[config.mk]
export PLATFORM = sky130hd
export DESIGN_NAME = rdseq_top
export DESIGN_NICKNAME = d
export VERILOG_FILES = /design/src/rtl/rdseq_pkg.sv /design/src/rtl/rdseq_cfg.sv /design/src/rtl/rdseq_fetch.sv /design/src/rtl/rdseq_out.sv /design/src/rtl/rdseq_top.sv
export SDC_FILE = /design/constraint.sdc
export NUM_CORES = 1
export LEC_CHECK = 0
export BUFFER_PORTS_ARGS = -buffer_cell sky130_fd_sc_hd__buf_2
export CELL_PAD_IN_SITES_DETAIL_PLACEMENT = 1
export CELL_PAD_IN_SITES_GLOBAL_PLACEMENT = 1
export CORE_AREA = 2 2 246 248
export DETAILED_ROUTE_END_ITERATION = 8
export DIE_AREA = 0 0 248 250
export PLACE_DENSITY = 0.78
export SKIP_CTS_REPAIR_TIMING = 1
export SYNTH_ARGS = -nofsm -noshare
export SYNTH_HDL_FRONTEND = slang
export SYNTH_SLANG_ARGS = --single-unit
[constraint.sdc]
create_clock -name clk -period 3.4 [get_ports clk]
set_clock_uncertainty 0.2 [all_clocks]
set_input_delay 0.17 -clock clk [delete_from_list [all_inputs] [get_ports clk]]
set_output_delay 0.17 -clock clk [all_outputs]
set_load 0.005 [all_outputs]
[src/rtl/rdseq_pkg.sv]
package rdseq_pkg;

    // Widths fixed by the bus cycles the block makes
    localparam int SLV_W  = 16;   // short-space address and data
    localparam int MST_AW = 24;   // standard-space address
    localparam int DAT_W  = 32;   // data word
    localparam int CNT_W  = 16;   // word count read on D16

    // Offsets inside the 8 kB window
    localparam logic [12:0] OFS_NENT  = 13'h0000;
    localparam logic [4:0]  PAGE_CPTR = 5'h01;
    localparam logic [4:0]  PAGE_DPTR = 5'h02;

    typedef enum logic {
        SP_SHORT = 1'b0,   // A16/D16
        SP_STD   = 1'b1    // A24/D32
    } space_e;

    typedef enum logic [1:0] {
        ST_IDLE,
        ST_CNT,
        ST_DAT,
        ST_DRAIN
    } seq_st_e;

    typedef struct packed {
        logic                req;
        space_e              space;
        logic [MST_AW-1:0]   addr;
    } mst_cmd_t;

    function automatic logic [SLV_W-1:0] clamp_to(input logic [SLV_W-1:0] v,
                                                  input logic [SLV_W-1:0] lim);
        return (v > lim) ? lim : v;
    endfunction

endpackage

[src/rtl/rdseq_cfg.sv]
module rdseq_cfg
    import rdseq_pkg::*;
#(
    parameter int          MAX_ENTRIES = 8,     // at most 64: pointer pages hold 64 slots
    parameter logic [2:0]  BASE_SEL    = 3'd5,
    localparam int         NW          = $clog2(MAX_ENTRIES + 1)
) (
    input  logic                              clk,
    input  logic                              rst,
    input  logic                              wr,
    input  logic                              short_am,
    input  logic [SLV_W-1:0]                  addr,
    input  logic [SLV_W-1:0]                  wdata,
    output logic [NW-1:0]                     act_n,
    output logic [MAX_ENTRIES-1:0][SLV_W-1:0] act_cptr,
    output logic [MAX_ENTRIES-1:0][MST_AW-1:0] act_dptr
);

    logic        hit;
    logic [12:0] off;
    logic [NW-1:0] sh_n;
    logic [SLV_W-1:0] n_clamped;

    assign hit       = wr && short_am && (addr[15:13] == BASE_SEL);
    assign off       = addr[12:0];
    assign n_clamped = clamp_to(wdata, SLV_W'(MAX_ENTRIES));

    // Shadow entry count: no reset, it must survive the reset that adopts it
    always_ff @(posedge clk) begin
        if (hit && off[12:1] == OFS_NENT[12:1])
            sh_n <= n_clamped[NW-1:0];
    end

    always_ff @(posedge clk) begin
        if (rst)
            act_n <= sh_n;
    end

    for (genvar e = 0; e < MAX_ENTRIES; e++) begin : g_ent
        logic [SLV_W-1:0]  cp_sh, cp_act;
        logic [MST_AW-1:0] dp_sh, dp_act;
        logic              cp_we, dh_we, dl_we;

        assign cp_we = hit && off[12:8] == PAGE_CPTR && off[7:1] == 7'(e);
        assign dh_we = hit && off[12:8] == PAGE_DPTR && off[7:2] == 6'(e) && !off[1];
        assign dl_we = hit && off[12:8] == PAGE_DPTR && off[7:2] == 6'(e) &&  off[1];

        always_ff @(posedge clk) begin
            if (cp_we) cp_sh <= wdata;
            if (dh_we) dp_sh[MST_AW-1:SLV_W] <= wdata[MST_AW-SLV_W-1:0];
            if (dl_we) dp_sh[SLV_W-1:0] <= wdata;
        end

        always_ff @(posedge clk) begin
            if (rst) begin
                cp_act <= cp_sh;
                dp_act <= dp_sh;
            end
        end

        assign act_cptr[e] = cp_act;
        assign act_dptr[e] = dp_act;
    end


    act_hold_chk: assert property (@(posedge clk) disable iff (rst)
        !$past(rst) |-> ($stable(act_n) && $stable(act_cptr) && $stable(act_dptr)));

endmodule

[src/rtl/rdseq_fetch.sv]
module rdseq_fetch
    import rdseq_pkg::*;
#(
    parameter int  MAX_ENTRIES = 8,
    localparam int NW          = $clog2(MAX_ENTRIES + 1),
    localparam int IDX_W       = (MAX_ENTRIES > 1) ? $clog2(MAX_ENTRIES) : 1
) (
    input  logic                               clk,
    input  logic                               rst,
    input  logic                               start,
    input  logic [NW-1:0]                      act_n,
    input  logic [MAX_ENTRIES-1:0][SLV_W-1:0]  act_cptr,
    input  logic [MAX_ENTRIES-1:0][MST_AW-1:0] act_dptr,
    input  logic                               out_free,
    input  logic                               out_valid,
    input  logic                               mst_ack,
    input  logic [DAT_W-1:0]                   mst_rdata,
    output mst_cmd_t                           cmd,
    output logic                               ld,
    output logic [DAT_W-1:0]                   ld_data,
    output logic                               busy,
    output logic                               done
);

    seq_st_e           st;
    logic [IDX_W-1:0]  idx;
    logic [CNT_W-1:0]  remain;
    logic [MST_AW-1:0] daddr;
    logic              ack_ok;
    logic              last_ent;

    always_comb begin
        cmd.req   = (st == ST_CNT) || (st == ST_DAT && out_free);
        cmd.space = (st == ST_DAT) ? SP_STD : SP_SHORT;
        cmd.addr  = (st == ST_DAT) ? daddr
                                   : {{(MST_AW-SLV_W){1'b0}}, act_cptr[idx]};
    end

    assign ack_ok   = cmd.req && mst_ack;
    assign last_ent = (NW'(idx) + NW'(1)) == act_n;
    assign ld       = (st == ST_DAT) && ack_ok;
    assign ld_data  = mst_rdata;
    assign busy     = (st != ST_IDLE);

    always_ff @(posedge clk) begin
        if (rst) begin
            st     <= ST_IDLE;
            idx    <= '0;
            remain <= '0;
            daddr  <= '0;
            done   <= 1'b0;
        end else begin
            case (st)
                ST_IDLE: begin
                    if (start) begin
                        idx <= '0;
                        if (act_n == '0) begin
                            done <= 1'b1;
                        end else begin
                            done <= 1'b0;
                            st   <= ST_CNT;
                        end
                    end
                end
                ST_CNT: begin
                    if (ack_ok) begin
                        if (mst_rdata[CNT_W-1:0] == '0) begin
                            if (last_ent) begin
                                st <= ST_DRAIN;
                            end else begin
                                idx <= idx + 1'b1;
                            end
                        end else begin
                            remain <= mst_rdata[CNT_W-1:0];
                            daddr  <= act_dptr[idx];
                            st     <= ST_DAT;
                        end
                    end
                end
                ST_DAT: begin
                    if (ack_ok) begin
                        daddr  <= daddr + MST_AW'(4);
                        remain <= remain - 1'b1;
                        if (remain == CNT_W'(1)) begin
                            if (last_ent) begin
                                st <= ST_DRAIN;
                            end else begin
                                idx <= idx + 1'b1;
                                st  <= ST_CNT;
                            end
                        end
                    end
                end
                ST_DRAIN: begin
                    if (!out_valid) begin
                        done <= 1'b1;
                        st   <= ST_IDLE;
                    end
                end
                default: st <= ST_IDLE;
            endcase
        end
    end


    done_busy_chk: assert property (@(posedge clk) disable iff (rst)
        !(done && busy));


    idx_range_chk: assert property (@(posedge clk) disable iff (rst)
        (st == ST_CNT || st == ST_DAT) |-> (NW'(idx) < act_n));


    addr_step_chk: assert property (@(posedge clk) disable iff (rst)
        (st == ST_DAT && ack_ok && remain != CNT_W'(1)) |=>
            (st == ST_DAT && cmd.addr == $past(cmd.addr) + MST_AW'(4)));


    zero_skip_chk: assert property (@(posedge clk) disable iff (rst)
        (st == ST_CNT && ack_ok && mst_rdata[CNT_W-1:0] == '0) |=> (st != ST_DAT));

endmodule

[src/rtl/rdseq_out.sv]
module rdseq_out
    import rdseq_pkg::*;
(
    input  logic             clk,
    input  logic             rst,
    input  logic             ld,
    input  logic [DAT_W-1:0] ld_data,
    input  logic             out_ready,
    output logic             out_valid,
    output logic [DAT_W-1:0] out_data,
    output logic             out_free
);

    assign out_free = !out_valid || out_ready;

    always_ff @(posedge clk) begin
        if (rst) begin
            out_valid <= 1'b0;
            out_data  <= '0;
        end else if (ld) begin
            out_valid <= 1'b1;
            out_data  <= ld_data;
        end else if (out_ready) begin
            out_valid <= 1'b0;
        end
    end


    hold_chk: assert property (@(posedge clk) disable iff (rst)
        (out_valid && !out_ready) |=> (out_valid && $stable(out_data)));


    no_overwrite_chk: assert property (@(posedge clk) disable iff (rst)
        ld |-> (!out_valid || out_ready));

endmodule

[src/rtl/rdseq_top.sv]
module rdseq_top
    import rdseq_pkg::*;
#(
    parameter int         MAX_ENTRIES = 8,
    parameter logic [2:0] BASE_SEL    = 3'd5
) (
    input  logic        clk,
    input  logic        rst,
    input  logic        slv_wr,
    input  logic        slv_short,
    input  logic [15:0] slv_addr,
    input  logic [15:0] slv_wdata,
    input  logic        start,
    output logic        busy,
    output logic        done,
    output logic        mst_req,
    output logic        mst_space,
    output logic [23:0] mst_addr,
    input  logic        mst_ack,
    input  logic [31:0] mst_rdata,
    output logic        out_valid,
    output logic [31:0] out_data,
    input  logic        out_ready
);

    localparam int NW = $clog2(MAX_ENTRIES + 1);

    logic [NW-1:0]                      act_n;
    logic [MAX_ENTRIES-1:0][SLV_W-1:0]  act_cptr;
    logic [MAX_ENTRIES-1:0][MST_AW-1:0] act_dptr;
    mst_cmd_t                           cmd;
    logic                               ld;
    logic [DAT_W-1:0]                   ld_data;
    logic                               out_free;

    rdseq_cfg #(.MAX_ENTRIES(MAX_ENTRIES), .BASE_SEL(BASE_SEL)) u_cfg (
        .clk      (clk),
        .rst      (rst),
        .wr       (slv_wr),
        .short_am (slv_short),
        .addr     (slv_addr),
        .wdata    (slv_wdata),
        .act_n    (act_n),
        .act_cptr (act_cptr),
        .act_dptr (act_dptr)
    );

    rdseq_fetch #(.MAX_ENTRIES(MAX_ENTRIES)) u_fetch (
        .clk       (clk),
        .rst       (rst),
        .start     (start),
        .act_n     (act_n),
        .act_cptr  (act_cptr),
        .act_dptr  (act_dptr),
        .out_free  (out_free),
        .out_valid (out_valid),
        .mst_ack   (mst_ack),
        .mst_rdata (mst_rdata),
        .cmd       (cmd),
        .ld        (ld),
        .ld_data   (ld_data),
        .busy      (busy),
        .done      (done)
    );

    rdseq_out u_out (
        .clk       (clk),
        .rst       (rst),
        .ld        (ld),
        .ld_data   (ld_data),
        .out_ready (out_ready),
        .out_valid (out_valid),
        .out_data  (out_data),
        .out_free  (out_free)
    );

    assign mst_req   = cmd.req;
    assign mst_space = cmd.space;
    assign mst_addr  = cmd.addr;

endmodule

### Word level (Yosys, flattened, before mapping)

Cells that the tools add are included.

| storage, ports and cells | value |
|---|---|
| output and inout port bits | 61 |
| input port bits | 71 |
| bits in registers | 727 |
| word-level logic and storage cells | 182 |

| cells by class | value |
|---|---|
| reduce and logical (&&, ||, !) cells | 59 |
| eq/ne operators | 31 |
| muxes and demuxes | 37 |
| add/sub/neg operators | 4 |
| magnitude comparators | 2 |

Operators with widths:

| kind | number |
|---|---|
| 2-to-1 mux 24 bit | 5 |
| binary-select mux 24 bit (select 3 bit) | 1 |
| 2-to-1 mux 16 bit | 4 |
| binary-select mux 16 bit (select 3 bit) | 1 |
| one-hot mux 24 bit (2 select lines) | 1 |
| logical AND 1 bit | 40 |
| one-hot mux 16 bit (2 select lines) | 1 |
| == test 7 x 3 -> 1 bit, second input constant | 4 |
| adder 24 x 3 -> 24 bit, second input constant | 1 |
| == test 6 x 3 -> 1 bit, second input constant | 4 |
| 2-to-1 mux 2 bit | 9 |
| 2-to-1 mux 3 bit | 6 |
| == test 16 x 1 -> 1 bit, second input constant | 1 |
| > comparator 16 x 4 -> 1 bit, second input constant | 1 |
| zero test 16 bit | 1 |
| subtractor 16 x 1 -> 16 bit, second input constant | 1 |
| == test 7 x 2 -> 1 bit, second input constant | 2 |
| == test 6 x 2 -> 1 bit, second input constant | 2 |
| zero test 12 bit | 1 |
| inequality test 2 bit, second input constant | 6 |
| one-hot mux 3 bit (3 select lines) | 1 |
| one-hot mux 2 bit (4 select lines) | 1 |
| nonzero test 2 bit | 4 |
| == test 7 x 1 -> 1 bit, second input constant | 1 |
| 25 further kinds | 34 |

### Logic depth before layout (Yosys ltp)

Gate-level depths: netlist of run 1.

| depth | value |
|---|---|
| word-level depth | 7 |
| gate-level depth with buffers | 9 |
| gate-level depth less buffers | 7 |

### Modules after synthesis

A second synthesis of run 1 with hierarchy kept.

| unflattened totals | value |
|---|---|
| cell total of the unflattened synthesis | 1445 |
| area, all modules | 26875.8 um^2 |

Modules (own cells, without submodules):

| module | instances | cells an instance | seq. area each (um^2) | area each (um^2) |
|---|---|---|---|---|
| rdseq_cfg | 1 | 711 | 19458.7 | 19852.8 |
| rdseq_fetch | 1 | 626 | 920.9 | 5818.1 |
| rdseq_out | 1 | 108 | 660.6 | 1204.9 |

### Least setup slack after synthesis of run 1

OpenSTA, ideal clock, no wires.

| timing path | value |
|---|---|
| path kind | input-to-reg |
| start | in slv_addr[3] |
| end | reg u_cfg.g_ent[0].cp_sh[0], enable pin |
| required time | 2.791 ns |
| data arrival time | 2.147 ns |
| setup slack | 0.644 ns |
| cell stages on the path | 4 |
| setup time | 0.409 ns |
| path buffers | 0 |
| cell sequence | nor4_1 -> nor2b_1 -> nand3_1 -> nor3_1 |

| on the way | value |
|---|---|
| longest elaborated chain between the ends | 2 |

Ends and longest elaborated chain:

| what | RTL line | source |
|---|---|---|
| from (decl) | rdseq_top.sv:11 | `input logic [15:0] slv_addr,` |
| zero test 7 bit | rdseq_cfg.sv:44 | `assign cp_we = hit && off[12:8] == PAGE_CPTR && off[7:1] == 7'(e);` |
| logical AND 1 bit | rdseq_cfg.sv:44 |  |
| net u_cfg.g_ent[0].cp_we | rdseq_cfg.sv:42 | `logic cp_we, dh_we, dl_we;` |
| to (signal assigned) | rdseq_cfg.sv:49 | `if (cp_we) cp_sh <= wdata;` |
| to (decl) | rdseq_cfg.sv:40 | `logic [SLV_W-1:0] cp_sh, cp_act;` |

The timed path passes the listed nets, and every way through them passes these cells.
A chain may end at the register's enable or synchronous reset.

### Final worst setup path of run 1

| timing path | value |
|---|---|
| start | reg u_fetch.idx[0] |
| end | out mst_addr[12] |

| on the way | value |
|---|---|
| longest elaborated chain between the ends | 3 |

Ends and longest elaborated chain:

| what | RTL line | source |
|---|---|---|
| from (decl) | rdseq_fetch.sv:26 | `logic [IDX_W-1:0] idx;` |
| from (signal assigned) | rdseq_fetch.sv:71 | `idx <= idx + 1'b1;` |
| from (signal assigned) | rdseq_fetch.sv:88 | `idx <= idx + 1'b1;` |
| binary-select mux 16 bit (select 3 bit) | rdseq_fetch.sv:36 | `: {{(MST_AW-SLV_W){1'b0}}, act_cptr[idx]};` |
| 2-to-1 mux 16 bit (implied by the code) | rdseq_fetch.sv:36 |  |
| 2-to-1 mux 24 bit | rdseq_fetch.sv:35 | `cmd.addr = (st == ST_DAT) ? daddr` |
| to (decl) | rdseq_top.sv:18 | `output logic [23:0] mst_addr,` |

Every way passes these cells. The select of a mux whose other input is x is not followed.

==> metrics.md, run 1 <==
| Metric | Value |
|---|---|
| Root Buffer | clkbuf_16 |
| Synth-to-layout area growth | 17.88% |
| Crit. End Element | output pin |
| Share of cells above drive strength 1 | 0.2281 |
| Crit Path Class | register to output pin |
| First-pass GRT wire length | approximately 92000 um |
| VDD IR max | 0.4032 mV |
| Hold violation count in the final report | 0 |
| Logic pwr share | 0.160 |
| Final WL | 63830 um |
| FMAX | 319.3 MHz |
| Hold Path End | u_cfg.sh_n[1] |
| Crit path cell chain | buf_12, mux4_2, mux2i_1, o21ai_0, buf_2 |
| Share of total power in the clock network | 0.358 |
| LEAKAGE | around 11 nW |
| Top FF cell, synth | edfxtp_1 |
| Sequential share of the synthesized area | 0.7967 |
| Dpl hpwl | around 38000 um |
| Switching share of power | 0.2617 |
| Rows | 90 |
| Cell variety after synth | 60 |
| Slew headroom | 0.2986 |
| Max_cap viols | 0 |
| Minimum clock period | 3.132 ns |
| DR WL/cell | around 25 um |
| Largest net degree at the start of global routing | 110 |
| Mapped cell area | 26410 um2 |
| Worst Hold Launch | slv_addr[9] |
| R2R Path End | u_fetch.daddr[5] |
| Hold depth | 5 |
| GP Congestion | 0.8168 |
| Setup repair after global routing missed its margin | false |
| H-tree levels | 3 |
| Max Slew Vio Count | 0 |
| Setup-failing EPs final | 0 |
| Hold Path Class | primary input to register |
| Async S/R FF share, synth | 0 |
| GRT Total Usage | 0.2035 |
| Total power | around 0.022 W |
| CTS buffer count | 72 |
| Status | finished clean |
| Fin Setup TNS | 0 ns |
| Vias in the first global route | about 15000 |
| Pint | 0.01601 W |
| Initial DRC count | between 1000 and 1500 |
| CTS Sinks | between 700 and 800 |
| Syn Nets | 1531 |
| Vias | between 10000 and 15000 |
| Residual DRC | 0 |
| Initial Utilization | 0.4433 |
| Synthesized flop and latch total | 727 |
| Top Ports | approximately 130 |
| Flop pwr share | 0.482 |
| CTS tree | yes |
| Clk slew on worst S/H paths | ~0.06 ns |
| Slew @ Worst Pin | between 1 and 1.5 ns |
| Die Footprint | between 60000 and 70000 um2 |
| I/O Buffers | 130 |
| Vias per std cell | between 5 and 6 |
| Ys Warns | 0 |
| Setup crit start kind | register |
| Remaining Overflow, GRT | 0 |
| Worst R2R Setup Slack | about 0.65 ns |
| Commonest non-fill, non-tap cell in the layout | edfxtp_1 |
| Max FO, Critical Path | 27 |
| Mapped Cells | ~1500 |
| Final nets | 1773 |
| Antenna violations before repair | 1 |
| Drt pass-1 iters | 7 |
| Number of diodes | 0 |
| WP data arrival | 2.76 ns |
| Clock Latency Late Sink | between 0.6 and 0.7 ns |
| CP max stage delay | approximately 0.66 ns |
| Critical Path RT | 3.03 ns |
| EDFF count, synth | 648 |
| P_sw | roughly 0.0057 W |
| Synth Area per Inst | around 18 um2 |
| Pwr dens | 696.8 nW/um2 |
| Worst r2r src | u_fetch.st[0] |
| Die Y-Extent | 250 um |
| Final Cycle Share | 0.9212 |
| Critical path's slowest cell | dfxtp_4 |
| Most frequent cells in the layout | edfxtp_1 (648), nand2_1 (143), buf_2 (129) |
| Post-route antenna net violation count | 0 |
| Core Area | just under 60000 um2 |
| Reg2reg path depth | 7 |
| DIE WIDTH | 248 um |
| Max clock buf depth | 3 |
critical path, delay by kind of cell, from the launching register on:
| kind | cells | cell delay, ns |
|---|---|---|
| AO/OA/AOI/OAI | 1 | 0.16 |
| multiplexers | 2 | 0.80 |
| buffers and inverters | 2 | 0.51 |
| flip-flops | 1 | 0.66 |
stage by stage:
step | cells | util | instance area, um2 | setup WS [ns] | hold WS, ns
after floorplan | 1450 | - | 26410 | 0.6440 | 0.06887
after global placement | 2347 | 0.4754 | 28320 | 0.6782 | 0.2002
after detailed placement | 2347 | 0.4754 | 28320 | 0.4564 | 0.2052
after CTS | 2474 | 0.5137 | 30600 | 0.1646 | -0.4176
after global routing | 2527 | 0.5226 | 31130 | 0.1268 | 0.02276
final | 2527 | 0.5226 | 31130 | 0.2679 | 0.005326
power by group through the flow:
stage               registers, W  logic, W  clock network, W
floorplan                 0.0104   0.00230                 0
global placement          0.0106   0.00325                 0
detailed placement        0.0106   0.00339                 0
CTS                       0.0104   0.00344           0.00788
global route              0.0105   0.00377           0.00819
finish                    0.0104   0.00347           0.00777
routing by layer:
layer,up-vias,GRT usage,wire length (um)
met2,540,0.3530,32630
met1,7266,0.2540,25350
li1,6185,-,-
met4,2,0.08007,1989
met3,133,0.03344,3848
met5,-,0,16
layout make-up:
cell class	count	area (um2)
Inverter	23	86.33
Timing Repair Buffer	235	1669
Multi-Input combinational cell	633	5066
Tap cell	782	978.4
Clock inverter	37	370.4
Clock buffer	90	1912
Sequential cell	727	21050
Fill cell	5462	28440
Yosys cell counts, types with 4 or more instances:
| cell type | count | area share |
|---|---|---|
| edfxtp_1 | 648 | 0.74 |
| nand2_1 | 143 | 0.020 |
| mux4_2 | 80 | 0.068 |
| a21oi_1 | 79 | 0.015 |
| dfxtp_1 | 79 | 0.060 |
| nor2_1 | 55 | 0.0078 |
| clkbuf_1 | 52 | 0.0074 |
| o21ai_0 | 37 | 0.0070 |
| mux2i_1 | 25 | 0.0095 |
| inv_1 | 22 | 0.0031 |
| nand3_1 | 16 | 0.0030 |
| nor4_1 | 16 | 0.0038 |
| and3_1 | 12 | 0.0028 |
| nor2b_1 | 12 | 0.0028 |
| nor3_1 | 12 | 0.0023 |
| ha_1 | 10 | 0.0047 |
| and2_1 | 9 | 0.0021 |
| buf_2 | 8 | 0.0015 |
| mux2_2 | 8 | 0.0034 |
| o32ai_1 | 8 | 0.0027 |
| a211oi_1 | 7 | 0.0020 |
| nand2b_1 | 7 | 0.0017 |
| nand4_1 | 7 | 0.0017 |
| o31ai_1 | 7 | 0.0020 |
| buf_1 | 6 | 0.00085 |
| a21boi_0 | 5 | 0.0014 |
| a31oi_1 | 5 | 0.0012 |
| nor3b_1 | 5 | 0.0014 |
| o211ai_1 | 5 | 0.0014 |
| o22a_1 | 5 | 0.0017 |
| o22ai_1 | 5 | 0.0012 |
| o2bb2ai_1 | 5 | 0.0017 |
| or4_1 | 4 | 0.0011 |
cells by family after synthesis:
group,Yosys count,share of synthesized area
mux,113,0.08111
compound gates,193,0.04629
xor+xnor,2,0.001232
buf+inv,90,0.01346
fa+ha+maj,10,0.004738
simple gates,315,0.05647
flops,727,0.7967
registers in the layout, indices dropped and copies added (netlist names):
signal              cells
u_cfg.sh_n              4
u_fetch.daddr          24
u_out.out_data         32
u_fetch.st              2
u_fetch.done            1
u_cfg.g_ent.cp_sh     128
u_fetch.remain         16
u_cfg.g_ent.dp_sh     192
u_fetch.idx             3
u_out.out_valid         1
u_cfg.act_n             4
u_cfg.g_ent.dp_act    192
u_cfg.g_ent.cp_act    128
worst max path at each step:
| stage | startpoint | to | slack [ns] |
|---|---|---|---|
| after floorplan | slv_addr[3] | u_cfg.g_ent[0].cp_sh[0] | 0.64 |
| after global routing | u_fetch.idx[0] | mst_addr[12] | 0.13 |
| after detailed placement | slv_addr[3] | u_cfg.g_ent[0].cp_sh[2] | 0.46 |
| after global placement | slv_addr[3] | u_cfg.g_ent[0].cp_sh[10] | 0.68 |
| final | u_fetch.idx[0] | mst_addr[12] | 0.27 |
| after CTS | u_fetch.idx[0] | mst_addr[12] | 0.16 |
Note: power is estimated with default switching activity, not from simulation.
==> run 2: changes to the inputs <==
RECOVER_POWER = 25   (was default)
==> metrics.md, run 2 (synthesis results as in run 1) <==
| Metric | Value |
|---|---|
| FMAX | 318.8 MHz |
| LEAKAGE | about 11 nW |
| I/O Buffers | between 100 and 150 |
| Setup-failing EPs final | 0 |
| Initial DRC count | 1206 |
| Initial Utilization | 0.4433 |
| Top Ports | 132 |
| Status | finished clean |
| Hold depth | 5 |
| Residual DRC | 0 |
| Antenna violations before repair | 1 |
| Share of cells above drive strength 1 | 0.2264 |
| Number of diodes | 0 |
| Clock Latency Late Sink | ~0.6 ns |
| Largest registers | u_cfg.g_ent.dp_act (192), u_cfg.g_ent.dp_sh (192) |
| DIE WIDTH | approximately 250 um |
| Rows | 90 |
| Most frequent cells in the layout | edfxtp_1 (648), nand2_1 (143), buf_2 (126) |
| Commonest non-fill, non-tap cell in the layout | edfxtp_1 |
| WP data arrival | 2.77 ns |
| Post-route antenna net violation count | 0 |
| Hold slack final | ~0.0033 ns |
| Final nets | 1773 |
| Slew headroom | 0.2955 |
| Final core utilization | 0.5225 |
| Hold Path Class | primary input to register |
| Drt pass-1 iters | 6 |
| Die Footprint | approximately 62000 um2 |
| Final Cycle Share | 0.9226 |
| Synth-to-layout area growth | 17.86% |
| Root Buffer | clkbuf_16 |
| Worst R2R Setup Slack | between 0.6 and 0.7 ns |
| Worst Hold Launch | slv_addr[9] |
| Pwr dens | between 600 and 700 nW/um2 |
| Minimum clock period | ~3.1 ns |
| H-tree levels | 3 |
| Critical Path RT | 3.03 ns |
| Final WL | between 60000 and 70000 um |
| Hold Path End | u_cfg.sh_n[2] |
| Fin Setup TNS | 0 ns |
| Final worst slack | about 0.26 ns |
| CTS buffer count | between 70 and 80 |
| R2R Path End | u_fetch.daddr[5] |
| Vias per std cell | about 5.6 |
| Vias in the first global route | between 10000 and 15000 |
| VDD IR max | between 0.4 and 0.5 mV |
| Largest net degree at the start of global routing | 110 |
| Dpl hpwl | between 30000 and 40000 um |
| Hold violation count in the final report | 0 |
| Max clock buf depth | 3 |
| Crit Path Class | register to output pin |
| Crit. End Element | output pin |
| Die Y-Extent | between 200 and 300 um |
| Setup WS pre-CTS | roughly 0.46 ns |
| Vias | between 10000 and 15000 |
| Core Area | approximately 60000 um2 |
| Reg2reg path depth | 7 |
| CTS tree | yes |
| Max Slew Vio Count | 0 |
| Remaining Overflow, GRT | 0 |
| Total power | ~0.022 W |
| Worst r2r src | u_fetch.st[0] |
| Slew @ Worst Pin | between 1 and 1.5 ns |
| Setup repair after global routing missed its margin | false |
| Max FO, Critical Path | 27 |
| Setup crit start kind | register |
| First-pass GRT wire length | ~92000 um |
| DR WL/cell | 25.25 um |
| GRT Total Usage | 0.2035 |
| CTS Sinks | roughly 730 |
| Clk slew on worst S/H paths | about 0.060 ns |
| Max_cap viols | 0 |
| GP Congestion | approximately 0.82 |
## run 2: changes by cell type in the layout (fill, tap and decap cells not counted), sizes merged
cell    previous run  this run
buf              182       179
clkbuf            90        93
## run 2: area by class of cell
class,instances,area (um2)
Fill cell,5461,28440
Sequential cell,727,21050
Multi-Input combinational cell,633,5066
Clock buffer,90,1912
Timing Repair Buffer,235,1665
Tap cell,782,978.4
Clock inverter,37,370.4
Inverter,23,86.33
## run 2: worst max path at each step
| stage | startpoint | end | slack (ns) | cells past startpoint |
|---|---|---|---|---|
| global placement | slv_addr[3] | u_cfg.g_ent[0].cp_sh[10] | 0.68 | 6 |
| global route | u_fetch.idx[0] | mst_addr[12] | 0.13 | 5 |
| CTS | u_fetch.idx[0] | mst_addr[12] | 0.16 | 5 |
| finish | u_fetch.idx[0] | mst_addr[12] | 0.26 | 5 |
| floorplan | slv_addr[3] | u_cfg.g_ent[0].cp_sh[0] | 0.64 | 4 |
| detailed placement | slv_addr[3] | u_cfg.g_ent[0].cp_sh[2] | 0.46 | 6 |
## run 2: routing by layer
metal	vias up	share of wire	track usage
met5	-	0.00025	0
met4	2	0.030	0.08007
met3	133	0.063	0.03344
met2	552	0.51	0.3530
met1	7258	0.39	0.2540
li1	6178	-	-
## run 2: metrics by stage
step	area (um2)	std cells
6_report	31130	2527
5_1_grt	31130	2527
4_1_cts	30600	2474
3_5_place_dp	28320	2347
3_3_place_gp	28320	2347
2_1_floorplan	26410	1450
## run 2: power breakdown
| part | internal (W) | switching (W) |
|---|---|---|
| Combinational | 0.00145 | 0.00202 |
| Sequential | 0.0100 | 0.000408 |
| Clock | 0.00452 | 0.00325 |
## run 2: worst max-delay path: stages (launching register included)
cell and delay [ns]:
dfxtp_4 0.66, buf_12 0.31, mux4_2 0.55, mux2i_1 0.25
o21ai_0 0.16, buf_2 0.18
==> run 3: changes to the inputs <==
CORE_AREA = 2 2 248 250   (was 2 2 246 248)
DIE_AREA = 0 0 250 252   (was 0 0 248 250)
GPL_TIMING_DRIVEN = 0   (was default)
SETUP_SLACK_MARGIN = 0.1   (was default)
SYNTH_HIERARCHICAL = 1   (was default)
==> metrics.md, run 3 <==
| Metric | Value |
|---|---|
| Setup WS pre-CTS | -0.3722 ns |
| DR WL/cell | around 26 um |
| Crit. End Element | output pin |
| Minimum clock period | about 3.3 ns |
| Hold Path Class | primary input to register |
| Residual DRC | 0 |
| Synth Area per Inst | 18.60 um2 |
| Slew @ Worst Pin | approximately 1.3 ns |
| GRT Total Usage | 0.2109 |
| Setup crit start kind | register |
| Core Area | around 60000 um2 |
| Max Slew Vio Count | 0 |
| Root Buffer | clkbuf_16 |
| FMAX | between 300 and 400 MHz |
| Area of the multi-input gates | 5249 um2 |
| Initial Utilization | 0.4469 |
| Syn Nets | between 1500 and 2000 |
| Rows | 90 |
| VDD IR max | 0.6076 mV |
| Worst Hold Launch | slv_addr[12] |
| Commonest non-fill, non-tap cell in the layout | edfxtp_1 |
| Post-Place Cells | between 2000 and 2500 |
| Total power | roughly 0.022 W |
| Max FO, Critical Path | 10 |
| Die Footprint | between 60000 and 70000 um2 |
| Reg area | roughly 21000 um2 |
| I/O Buffers | 113 |
| Setup repair after global routing missed its margin | true |
| Largest registers | u_cfg/g_ent.dp_act (192), u_cfg/g_ent.dp_sh (192) |
| Drt pass-1 iters | 5 |
| Async S/R FF share, synth | 0 |
| Sequential share of the synthesized area | 0.7829 |
| Status | finished clean |
| CTS buffer count | between 70 and 80 |
| Slew headroom | 0.1542 |
| Hold violation count in the final report | 0 |
| Count leader, synth | edfxtp_1 |
| Mapped cell area | about 27000 um2 |
| Worst r2r src | u_fetch/idx[1] |
| WP data arrival | 2.93 ns |
| Most frequent cells in the layout | edfxtp_1 (648), buf_2 (112), nor2_1 (81) |
| # fillers | between 5000 and 6000 |
| Pwr dens | 691.6 nW/um2 |
| Synthesized flop and latch total | 727 |
| Hold slack final | ~0.059 ns |
| Final WL | ~67000 um |
| Remaining Overflow, GRT | 0 |
| Clk slew on worst S/H paths | ~0.06 ns |
| Setup-failing EPs final | 0 |
| Ys Warns | 6 |
| Cell variety after synth | 76 |
| DIE WIDTH | approximately 250 um |
| Initial DRC count | about 1200 |
| GP Congestion | between 0.8 and 0.9 |
| Setup crit start | u_fetch/idx[1] |
| CTS tree | yes |
| Share of cells above drive strength 1 | 0.2531 |
| CTS Sinks | about 730 |
| Vias | ~15000 |
| Die Y-Extent | roughly 250 um |
| Dpl hpwl | ~44000 um |
| Final nets | approximately 1800 |
| Largest cells by area after synthesis | edfxtp_1 (72%), mux4_2 (6.7%), dfxtp_1 (5.9%), mux2i_1 (2.5%), nor2_1 (1.3%) |
| Top FF cell, synth | edfxtp_1 |
| Largest net degree at the start of global routing | roughly 140 |
| Post-synth top cells | edfxtp_1 (648), nor2_1 (91), mux4_2 (80) |
| Max_cap viols | 0 |
| Antenna violations before repair | 3 |
| Synth top area share | 0.7240 |
| Mapped Cells | between 1000 and 1500 |
| EDFF count, synth | ~650 |
| Vias per std cell | 5.699 |
| Synth-to-layout area growth | 19.93% |
| Final Cycle Share | 0.9717 |
| First-pass GRT wire length | 97210 um |
| Critical Path RT | around 3.0 ns |
| Post-route antenna net violation count | 0 |
| Final worst slack | 0.09625 ns |
| Crit Path Class | register to output pin |
| Clock Latency Late Sink | about 0.62 ns |
| Vias in the first global route | approximately 15000 |
| Top Ports | between 100 and 150 |
| H-tree levels | 3 |
| Yosys top cell by area | edfxtp_1 |
| LEAKAGE | 10.69 nW |
| Final Non-Filler Cells | between 2000 and 3000 |
| Max clock buf depth | 3 |
[run 3: cell count changes in the layout (fill, tap and decap cells not counted), moves of 12 or more]
cell	change
a21oi_1	-25
buf_2	-14
buf_8	+12
clkbuf_1	+22
dlygate4sd3_1	+12
mux2i_1	+37
nand2_1	-91
nor2_1	+38
[run 3: logic make-up (layout without fill, tap and decap cells)]
group,after synthesis,in the layout,share of synthesized area
AOI/OAI and AO/OA,169,169,0.03962
xor gates and xnor gates,3,3,0.0009778
adders and majority gates,9,9,0.004190
buffers and inverters,121,462,0.02593
DFF,727,727,0.7829
muxes,154,154,0.09493
other,0,1,0
and+or+nand+nor,262,262,0.05149
[run 3: stage by stage]
step | TNS (ns) | utilization | instance area, um2
floorplan | 0 | - | 26880
global placement | -1181.56 | 0.4726 | 28420
detailed placement | -3.706 | 0.4802 | 28870
CTS | -12.94 | 0.5222 | 31400
global route | 0 | 0.5360 | 32230
finish | 0 | 0.5360 | 32230
[run 3: power by group]
part | leakage, nW | switching [W] | internal [W]
sequential | 6.72 | 0.000218 | 0.00996
combinational | 2.74 | 0.00219 | 0.00155
clock | 1.23 | 0.00343 | 0.00495
total | 10.7 | 0.00584 | 0.0165
[run 3: cell type report]
type	instances	share of cell area
Sequential cell	727	0.6528
Clock inverter	47	0.01844
Clock buffer	90	0.05997
Antenna cell	1	0.00007763
Multi-Input combinational cell	597	0.1628
Inverter	25	0.002911
Timing Repair Buffer	206	0.05093
Tap cell	782	0.03035
Buffer	94	0.02170
[run 3: per-layer routing]
layer | share of wire | up-vias | track usage | wire length [um]
met5 | 0.00022 | - | 0 | 15
met4 | 0.030 | 2 | 0.06809 | 2049
met3 | 0.064 | 138 | 0.03735 | 4335
met2 | 0.50 | 619 | 0.3574 | 33520
met1 | 0.41 | 7609 | 0.2783 | 27460
li1 | - | 6272 | - | -
[run 3: worst max-delay path: stages (launching register included)]
cell	delay (ns)
dfxtp_1	0.36
clkbuf_4	0.28
clkbuf_2	0.44
mux4_2	0.45
a211oi_2	0.42
a21oi_1	0.18
buf_2	0.17
[run 3: path summary, 6_finish.rpt]
check / to / slack (ns) / cells past startpoint
min reg2reg: u_cfg/g_ent[5].cp_act[0] / 0.21 / 0
max: mst_addr[5] / 0.1 / 6
max reg2reg: u_fetch/daddr[17] / 0.28 / 7
min: u_cfg/g_ent[2].dp_sh[8] / 0.06 / 4
